===== src/rtl/irq_entry_pkg.sv =====
package irq_entry_pkg;

  typedef enum logic [2:0] {
    ST_IDLE  = 3'd0,
    ST_KOFF  = 3'd1,
    ST_SAVE  = 3'd2,
    ST_FETCH = 3'd3,
    ST_FIN   = 3'd4
  } seqState_t;

  // control-to-datapath strobes
  typedef struct packed {
    logic capture;    // snapshot inputs
    logic kernelOff;  // write status with user bit cleared
    logic commit;     // write rebuilt status and saved registers
    logic fetch;      // vector read outstanding
    logic grab;       // latch memory response
    logic finish;     // final cycle
  } seqStrobe_t;

endpackage


===== src/rtl/irq_entry_ctrl.sv =====
module irq_entry_ctrl
  import irq_entry_pkg::*;
(
  input  logic       clk,
  input  logic       rstN,
  input  logic       irqReq,
  input  logic       ieBit,
  input  logic       memAck,
  input  logic       memErr,
  output seqStrobe_t strb,
  output logic       memReq,
  output logic       done
);

  seqState_t state, stateNxt;

  always_comb begin
    stateNxt = state;
    unique case (state)
      ST_IDLE:  if (irqReq && ieBit) stateNxt = ST_KOFF;
      ST_KOFF:  stateNxt = ST_SAVE;
      ST_SAVE:  stateNxt = ST_FETCH;
      ST_FETCH: if (memAck || memErr) stateNxt = ST_FIN;
      ST_FIN:   stateNxt = ST_IDLE;
      default:  stateNxt = ST_IDLE;
    endcase
  end

  always_ff @(posedge clk) begin
    if (!rstN) state <= ST_IDLE;
    else       state <= stateNxt;
  end

  always_comb begin
    strb           = '0;
    strb.capture   = (state == ST_IDLE) && irqReq && ieBit;
    strb.kernelOff = (state == ST_KOFF);
    strb.commit    = (state == ST_SAVE);
    strb.fetch     = (state == ST_FETCH);
    strb.grab      = (state == ST_FETCH) && (memAck || memErr);
    strb.finish    = (state == ST_FIN);
  end

  assign memReq = strb.fetch;
  assign done   = strb.finish;

  // masked request leaves the sequencer idle
  p_masked_ignored_r2: assert property (@(posedge clk) disable iff (!rstN)
    (state == ST_IDLE && irqReq && !ieBit) |=> (state == ST_IDLE));

  // the rebuild of the status word is always preceded by the user-bit clear
  p_koff_first_r3: assert property (@(posedge clk) disable iff (!rstN)
    strb.commit |-> $past(strb.kernelOff));

  // the read request holds until a response arrives
  p_req_hold_r7: assert property (@(posedge clk) disable iff (!rstN)
    (memReq && !memAck && !memErr) |=> memReq);

  // done is a single-cycle pulse following a memory response
  p_done_pulse_r10: assert property (@(posedge clk) disable iff (!rstN)
    done |=> !done);
  p_done_after_resp_r10: assert property (@(posedge clk) disable iff (!rstN)
    done |-> $past(memReq && (memAck || memErr)));

endmodule


===== src/rtl/irq_entry_dp.sv =====
module irq_entry_dp
  import irq_entry_pkg::*;
#(
  parameter int XLEN       = 32,
  parameter int VEC_W      = 8,
  parameter int STAT_SHIFT = 10,
  parameter int STAT_KEEP  = 30,
  parameter int USR_BIT    = 5,
  parameter int EXS_SHIFT  = 8,
  parameter int ADDR_SHIFT = 2
)(
  input  logic             clk,
  input  logic             rstN,
  input  seqStrobe_t       strb,
  input  logic [VEC_W-1:0] irqVec,
  input  logic [XLEN-1:0]  statusIn,
  input  logic [XLEN-1:0]  pcIn,
  input  logic [XLEN-1:0]  spIn,
  input  logic [XLEN-1:0]  kspIn,
  input  logic [XLEN-1:0]  ebaseIn,
  input  logic [XLEN-1:0]  memRdata,
  input  logic             memAck,
  input  logic             memErr,
  output logic [XLEN-1:0]  memAddr,
  output logic             statusWe,
  output logic [XLEN-1:0]  statusOut,
  output logic             spWe,
  output logic [XLEN-1:0]  spOut,
  output logic             uspWe,
  output logic [XLEN-1:0]  uspOut,
  output logic             erpWe,
  output logic [XLEN-1:0]  erpOut,
  output logic             exsWe,
  output logic [XLEN-1:0]  exsOut,
  output logic             edaWe,
  output logic [XLEN-1:0]  edaOut,
  output logic             pcWe,
  output logic [XLEN-1:0]  pcOut,
  output logic             accessErr
);

  localparam int TOP_BIT = XLEN - 1;
  localparam logic [XLEN-1:0] KEEP_MASK = {{(XLEN-STAT_KEEP){1'b0}}, {STAT_KEEP{1'b1}}};
  localparam logic [XLEN-1:0] TOP_MASK  = {1'b1, {(XLEN-1){1'b0}}};
  localparam logic [XLEN-1:0] USR_MASK  = XLEN'(1) << USR_BIT;

  logic [XLEN-1:0]  capStat, capPc, capSp, capKsp, capBase, handler;
  logic [VEC_W-1:0] capVec;
  logic             faulted;
  logic [XLEN-1:0]  rebuiltStat, vecWide;

  always_ff @(posedge clk) begin
    if (!rstN) begin
      capStat <= '0;
      capPc   <= '0;
      capSp   <= '0;
      capKsp  <= '0;
      capBase <= '0;
      capVec  <= '0;
    end else if (strb.capture) begin
      capStat <= statusIn;
      capPc   <= pcIn;
      capSp   <= spIn;
      capKsp  <= kspIn;
      capBase <= ebaseIn;
      capVec  <= irqVec;
    end
  end

  always_ff @(posedge clk) begin
    if (!rstN) begin
      handler <= '0;
      faulted <= 1'b0;
    end else if (strb.grab) begin
      handler <= memRdata;
      faulted <= memErr;
    end
  end

  assign vecWide     = XLEN'(capVec);
  assign rebuiltStat = ((capStat << STAT_SHIFT) & KEEP_MASK) | (capStat & TOP_MASK);

  assign statusWe  = strb.kernelOff | strb.commit;
  assign statusOut = strb.kernelOff ? (capStat & ~USR_MASK) : rebuiltStat;

  assign spWe   = strb.commit;
  assign spOut  = capKsp;
  assign uspWe  = strb.commit & capStat[USR_BIT];
  assign uspOut = capSp;
  assign erpWe  = strb.commit;
  assign erpOut = capPc;
  assign exsWe  = strb.commit;
  assign exsOut = vecWide << EXS_SHIFT;
  assign edaWe  = strb.commit;
  assign edaOut = '0;

  assign memAddr = capBase + (vecWide << ADDR_SHIFT);

  assign pcWe      = strb.finish & ~faulted;
  assign pcOut     = handler;
  assign accessErr = strb.finish & faulted;

  // the rebuilt status keeps the captured top bit
  p_top_kept_r4: assert property (@(posedge clk) disable iff (!rstN)
    strb.commit |-> (statusOut[TOP_BIT] == capStat[TOP_BIT]));

  // cause value carries the vector above the low byte
  p_exs_low_zero_r6: assert property (@(posedge clk) disable iff (!rstN)
    exsWe |-> (exsOut[EXS_SHIFT-1:0] == '0));

  // address stays put while the read is pending
  p_addr_stable_r7: assert property (@(posedge clk) disable iff (!rstN)
    (strb.fetch && !memAck && !memErr) |=> $stable(memAddr));

  // a failed read never writes the PC
  p_err_no_pc_r9: assert property (@(posedge clk) disable iff (!rstN)
    accessErr |-> !pcWe);

endmodule


===== src/rtl/irq_entry_seq.sv =====
module irq_entry_seq
  import irq_entry_pkg::*;
#(
  parameter int XLEN       = 32,
  parameter int VEC_W      = 8,
  parameter int STAT_SHIFT = 10,
  parameter int STAT_KEEP  = 30,
  parameter int IEN_BIT    = 4,
  parameter int USR_BIT    = 5
)(
  input  logic             clk,
  input  logic             rstN,
  input  logic             irqReq,
  input  logic [VEC_W-1:0] irqVec,
  input  logic [XLEN-1:0]  statusIn,
  input  logic [XLEN-1:0]  pcIn,
  input  logic [XLEN-1:0]  spIn,
  input  logic [XLEN-1:0]  kspIn,
  input  logic [XLEN-1:0]  ebaseIn,
  output logic             memReq,
  output logic [XLEN-1:0]  memAddr,
  input  logic [XLEN-1:0]  memRdata,
  input  logic             memAck,
  input  logic             memErr,
  output logic             statusWe,
  output logic [XLEN-1:0]  statusOut,
  output logic             spWe,
  output logic [XLEN-1:0]  spOut,
  output logic             uspWe,
  output logic [XLEN-1:0]  uspOut,
  output logic             erpWe,
  output logic [XLEN-1:0]  erpOut,
  output logic             exsWe,
  output logic [XLEN-1:0]  exsOut,
  output logic             edaWe,
  output logic [XLEN-1:0]  edaOut,
  output logic             pcWe,
  output logic [XLEN-1:0]  pcOut,
  output logic             accessErr,
  output logic             done
);

  seqStrobe_t strb;
  logic       ieBit;

  assign ieBit = statusIn[IEN_BIT];

  irq_entry_ctrl u_ctrl (
    .clk    (clk),
    .rstN   (rstN),
    .irqReq (irqReq),
    .ieBit  (ieBit),
    .memAck (memAck),
    .memErr (memErr),
    .strb   (strb),
    .memReq (memReq),
    .done   (done)
  );

  irq_entry_dp #(
    .XLEN       (XLEN),
    .VEC_W      (VEC_W),
    .STAT_SHIFT (STAT_SHIFT),
    .STAT_KEEP  (STAT_KEEP),
    .USR_BIT    (USR_BIT)
  ) u_dp (
    .clk       (clk),
    .rstN      (rstN),
    .strb      (strb),
    .irqVec    (irqVec),
    .statusIn  (statusIn),
    .pcIn      (pcIn),
    .spIn      (spIn),
    .kspIn     (kspIn),
    .ebaseIn   (ebaseIn),
    .memRdata  (memRdata),
    .memAck    (memAck),
    .memErr    (memErr),
    .memAddr   (memAddr),
    .statusWe  (statusWe),
    .statusOut (statusOut),
    .spWe      (spWe),
    .spOut     (spOut),
    .uspWe     (uspWe),
    .uspOut    (uspOut),
    .erpWe     (erpWe),
    .erpOut    (erpOut),
    .exsWe     (exsWe),
    .exsOut    (exsOut),
    .edaWe     (edaWe),
    .edaOut    (edaOut),
    .pcWe      (pcWe),
    .pcOut     (pcOut),
    .accessErr (accessErr)
  );

endmodule


===== config.mk =====
export PLATFORM = sky130hd
export DESIGN_NAME = irq_entry_seq
export DESIGN_NICKNAME = d
export VERILOG_FILES = /design/src/rtl/irq_entry_pkg.sv /design/src/rtl/irq_entry_ctrl.sv /design/src/rtl/irq_entry_dp.sv /design/src/rtl/irq_entry_seq.sv
export SDC_FILE = /design/constraint.sdc
export NUM_CORES = 1
export LEC_CHECK = 0
export CAP_MARGIN = 20
export CORE_AREA = 2 2 183 185
export DETAILED_ROUTE_END_ITERATION = 16
export DIE_AREA = 0 0 185 187
export DONT_BUFFER_PORTS = 1
export PLACE_DENSITY_LB_ADDON = 0.25
export RECOVER_POWER = 25
export SLEW_MARGIN = 5
export SYNTH_ARGS = -nofsm -noshare
export SYNTH_HDL_FRONTEND = slang
export SYNTH_SLANG_ARGS = --single-unit
export TNS_END_PERCENT = 10

===== constraint.sdc =====
create_clock -name clk -period 5.6 [get_ports clk]
set_input_delay 0.84 -clock clk [delete_from_list [all_inputs] [get_ports clk]]
set_output_delay 0.84 -clock clk [all_outputs]
set_load 0.005 [all_outputs]

# --- Word level (Yosys, flattened, before mapping) ---
# Index checks and enable logic that the tools add are counted.
word_totals:
  inputBits: 205
  out_inout_bits: 266
  ff_bits: 204
classes:
  reduce_logical: 7
  addsub: 1
  bitwise: 6
  mux: 4
  n_eq_ne: 6
ops:
  columns: ["op", "count"]
  rows:
  - ["32-bit by 10-bit adder with 32-bit output", 1]
  - ["32-bit two-way mux", 1]
  - ["30-bit by 32-bit bitwise OR with 32-bit output", 1]
  - ["3-bit one-hot mux with 4 select lines", 1]
  - ["3-bit by 2-bit == test with 1-bit output, second input constant", 2]
  - ["3-bit two-way mux", 2]
  - ["1-bit logical AND", 4]
  - ["2-bit by 1-bit != test with 1-bit output, second input constant", 2]
  - ["1-bit bitwise AND", 3]
  - ["3-bit by 1-bit == test with 1-bit output, second input constant", 1]
  - ["3-bit == test, second input constant", 1]
  - ["3-bit logical NOT", 1]
  - ["2-bit AND reduction", 1]
  - ["1-bit logical OR", 1]
  - ["1-bit NOT", 1]
  - ["1-bit bitwise OR", 1]

# --- Logic depth before layout (Yosys ltp) ---
logic_depth:
  depth_word: 3
  depth_mapped: 9

# --- Modules after synthesis ---
# From an unflattened synthesis, not the netlist that was laid out.
unflattened:
  cells_unflattened: 898
  area_unflattened_um2: 9432.8
by_module_without_submodules:
  columns: ["mod", "instances", "area_each_um2", "cells_per_inst"]
  rows:
  - ["irq_entry_dp", 1, 9241.4, 875]
  - ["irq_entry_ctrl", 1, 191.4, 23]

# --- Worst setup path before layout ---
# Ideal clock, no wire load.
synth_path:
  path_kind: "flip-flop to output port"
  startpoint: "register u_dp.capVec[0]"
  endpoint: "output port memAddr[22]"
  path_slack_ns: 2.629
  t_arrival_ns: 2.131
  n_path_buf: 1
  required_time_ns: 4.760
  stages_incl_launch_ff: 10
  cell_sequence: "dfxtp_1 > ha_1 > inv_1 > fa_1 > and2b_1 > o211ai_1 > a21o_1 > buf_6 > a2111oi_2 > xor2_1"
synth_via:
  elab_chain_cells: 1
synth_lines:
  columns: ["element", "line", "source"]
  rows:
  - ["from (decl)", "irq_entry_dp.sv:48", "logic [VEC_W-1:0] capVec;"]
  - ["from (signal assigned)", "irq_entry_dp.sv:66", "capVec <= irqVec;"]
  - ["32-bit by 10-bit adder with 32-bit output", "irq_entry_dp.sv:97", "assign memAddr = capBase + (vecWide << ADDR_SHIFT);"]
  - ["to (decl)", "irq_entry_seq.sv:21", "output logic [XLEN-1:0] memAddr,"]
# No other way between the ends.

# --- Worst setup path after layout ---
# Ends and elaborated chain as after synthesis.

==> flow_metrics.py <==
metrics = {
    "sta": {
        "post-route-period-util_pct": 67.8,
        "slew_headroom_pct": 36.8,
        "postLayoutSetupSlackWorst_ns": 1.80,
        "setup_tns_ns": 0,
        "clock.fmax_mhz": 263,
        "rsz0062_at_grt": "false",
        "slew_viol_final": 0,
        "worstMarginPinSlew_ns": 0.946,
        "fin_skew_ns": 0.00552,
        "setup_violations": 0,
        "hold_violations": 0,
        "period_minus_slack_ns": 3.80,
    },
    "outcome": {
        "status": "finished, final reports clean",
    },
    "floorplan": {
        "die_area_um2": 34600,
        "coreArea_um2": 32900,
        "io_pins": 471,
        "floorplan.initialDensity_pct": 28.1,
        "core.rowCount": 67,
        "dieHeight_um": 187,
        "die_w_um": 185,
    },
    "min_path": {
        "hp-class": "in -> reg",
        "whs_path_depth": 2,
        "hold_start": "kspIn[27]",
        "holdPathEnd": "u_dp.spOut[27]",
    },
    "worst_setup_path": {
        "cp.arrival_ns": 2.96,
        "cp_max_fo": 10,
        "criticalPathCategory": "reg -> out",
        "startpoint_type": "flop",
        "critical_path_required_ns": 4.76,
        "rrSetupSlack_ns": 3.45,
        "timing.rr.end": "u_dp.capBase[0]",
        "cp-end-kind": "output port",
        "r2r-start": "u_ctrl.state[1]",
        "r2r_cells": 5,
    },
    "logic_synthesis": {
        "synthCells": 1111,
        "syn-cell-area_um2": 9250,
        "ys_ff_latch": 204,
        "synth.distinct_cells": 46,
        "avgSynthCellArea_um2": 8.33,
        "synthArstFlopShare_pct": 0,
        "yosys_warnings": 0,
        "synth_flop_cell": "dfxtp_1",
        "ys_seq_area_share_pct": 44.1,
        "synth_edf_count": 0,
    },
    "global_routing": {
        "top_usage_layer": "met2",
        "antenna_found_initial": 0,
        "grt_use_total_pct": 14.1,
        "met1_usage_pct": 16.7,
        "grt_pass1_wl_um": 39400,
        "grt_max_degree": 204,
        "grt_overflow": 0,
        "grtUsageMet3_pct": 5.67,
        "grt_pass1_vias": 6878,
        "grtUsageMet2_pct": 23.6,
    },
    "power_and_ir_drop": {
        "power.density_nw_per_um2": 333,
        "irDropWorstVdd_uv": 240,
        "power.leakage_nw": 3.67,
    },
    "clocking": {
        "cts-resized-gates": 0,
        "root_buffer": "clkbuf_16",
        "cts_hold_buffers": 0,
        "clkSinkCount": 204,
        "insertion_delay_ns": 0.51,
        "cts_buffers": 24,
        "clk_pin_slew_ns": 0.06,
        "post_cts_buffers": 0,
        "cts_buffer_depth": 3,
        "htree_levels": 1,
        "cts_tree": "yes",
    },
    "detailed_routing": {
        "drt_iter0_markers": 254,
        "ant_nets": 0,
        "wl_per_cell_um": 16.9,
        "via_per_inst": 4.52,
        "wirelength_um": 25800,
        "dr.pass1.iters": 4,
        "drcViolationCount": 0,
        "vias": 6919,
    },
    "placement": {
        "dp_hpwl_um": 18100,
        "dp_slack_ns": 2.28,
        "place_area_um2": 9320,
        "place_congestion": 0.761,
        "port_buffers": 0,
    },
    "layout": {
        "multiInputGateArea_um2": 4550,
        "syn2layout_area_growth_pct": 9.28,
        "insertedDiodeCount": 0,
        "fin_nets": 1278,
        "ff_latch_area_um2": 4080,
        "design_area_um2": 10100,
        "fillers": 3564,
        "drive_gt1_share_pct": 7.49,
    },
    "run": {
        "max-cap-violations": 0,
    },
}
layout by cell type (no fill, tap or decap), drive strengths merged, types with 9 or more instances in the layout:
cell type,instances
inv,11
a211oi,12
a21boi,201
nand2,411
a21oi,9
clkbuf,39
dfxtp,204
mux2,20
xnor2,9
xor2,18
conb,57
and2,14
per-layer routing:
| metal | part of all wire [%] | wire length, um |
|---|---|---|
| met2 | 46 | 11900 |
| met5 | 0 | 0 |
| met4 | 2.1 | 543 |
| met3 | 11 | 2940 |
| met1 | 40 | 10400 |
flip-flops by register name, summed over array words and instances (netlist names):
name          count
u_dp.capStat     32
u_dp.pcOut       32
u_dp.uspOut      32
u_dp.faulted      1
u_dp.spOut       32
u_dp.erpOut      32
u_ctrl.state      3
u_dp.capVec       8
u_dp.capBase     32
synthesized netlist by cell type, types with 8 or more instances:
library cell	count	share of area (%)
a21oi_1	9	0.49
buf_2	31	1.7
buf_4	63	5.1
a211oi_1	10	0.81
xnor2_1	9	0.85
nand2_1	411	17
clkbuf_1	41	1.7
ha_1	8	1.1
dfxtp_1	204	44
xor2_1	18	1.7
a21boi_1	55	4.5
inv_1	11	0.45
and2_1	13	0.88
mux2_2	20	2.4
a21boi_0	146	12
kinds of logic (layout without fill, tap and decap cells):
logic type | after synthesis | after routing | share of synthesized area [%]
other cells | 1 | 57 | 0.0405
mux | 20 | 20 | 2.43
simple gates | 461 | 461 | 20.5
compound gates | 241 | 241 | 19.9
buf+inv | 148 | 63 | 9.14
flops | 204 | 204 | 44.1
fa+ha+maj | 9 | 9 | 1.30
xor+xnor | 27 | 27 | 2.56
worst max-delay path, stage by stage (launching register included):
cell       delay [ns]
dfxtp_1          0.39
ha_1             0.23
inv_1            0.07
fa_1             0.40
and2b_1          0.24
o211ai_1         0.13
a21o_1           0.34
a2111oi_2        0.44
xor2_1           0.22
how the worst max path moves through the flow:
stage,startpoint,depth (start not counted),end
after floorplan,u_dp.capVec[0],9,memAddr[22]
after global placement,u_dp.capVec[0],8,memAddr[24]
after detailed placement,u_dp.capVec[0],8,memAddr[24]
after CTS,u_dp.capVec[0],8,memAddr[24]
after global routing,u_dp.capVec[0],8,memAddr[24]
final,u_dp.capVec[0],8,memAddr[22]
final cells by class:
type | count | share of cell area (%)
Inverter | 11 | 0.408
Multi-Input combinational cell | 815 | 45.0
Timing Repair Buffer | 8 | 0.842
Clock buffer | 39 | 7.30
Sequential cell | 204 | 40.4
Tap cell | 448 | 5.55
Clock inverter | 5 | 0.520
report_power, final:
part	internal (mW)	total (mW)	switching, mW
Clock	0.943	1.54	0.602
Combinational	0.0891	0.235	0.146
Sequential	1.52	1.58	0.0619
per-stage QoR:
stage / util [%] / std cells / total power [mW] / hold WS, ns
2_1_floorplan: - / 1167 / 1.83 / 0.439
4_1_cts: 30.8 / 1530 / 3.44 / 0.420
6_report: 30.8 / 1530 / 3.36 / 0.458
3_3_place_gp: 28.3 / 1485 / 1.85 / 0.449
3_5_place_dp: 28.4 / 1486 / 1.85 / 0.456
5_1_grt: 30.8 / 1530 / 3.52 / 0.426
Note: power is estimated with default switching activity, not from simulation.
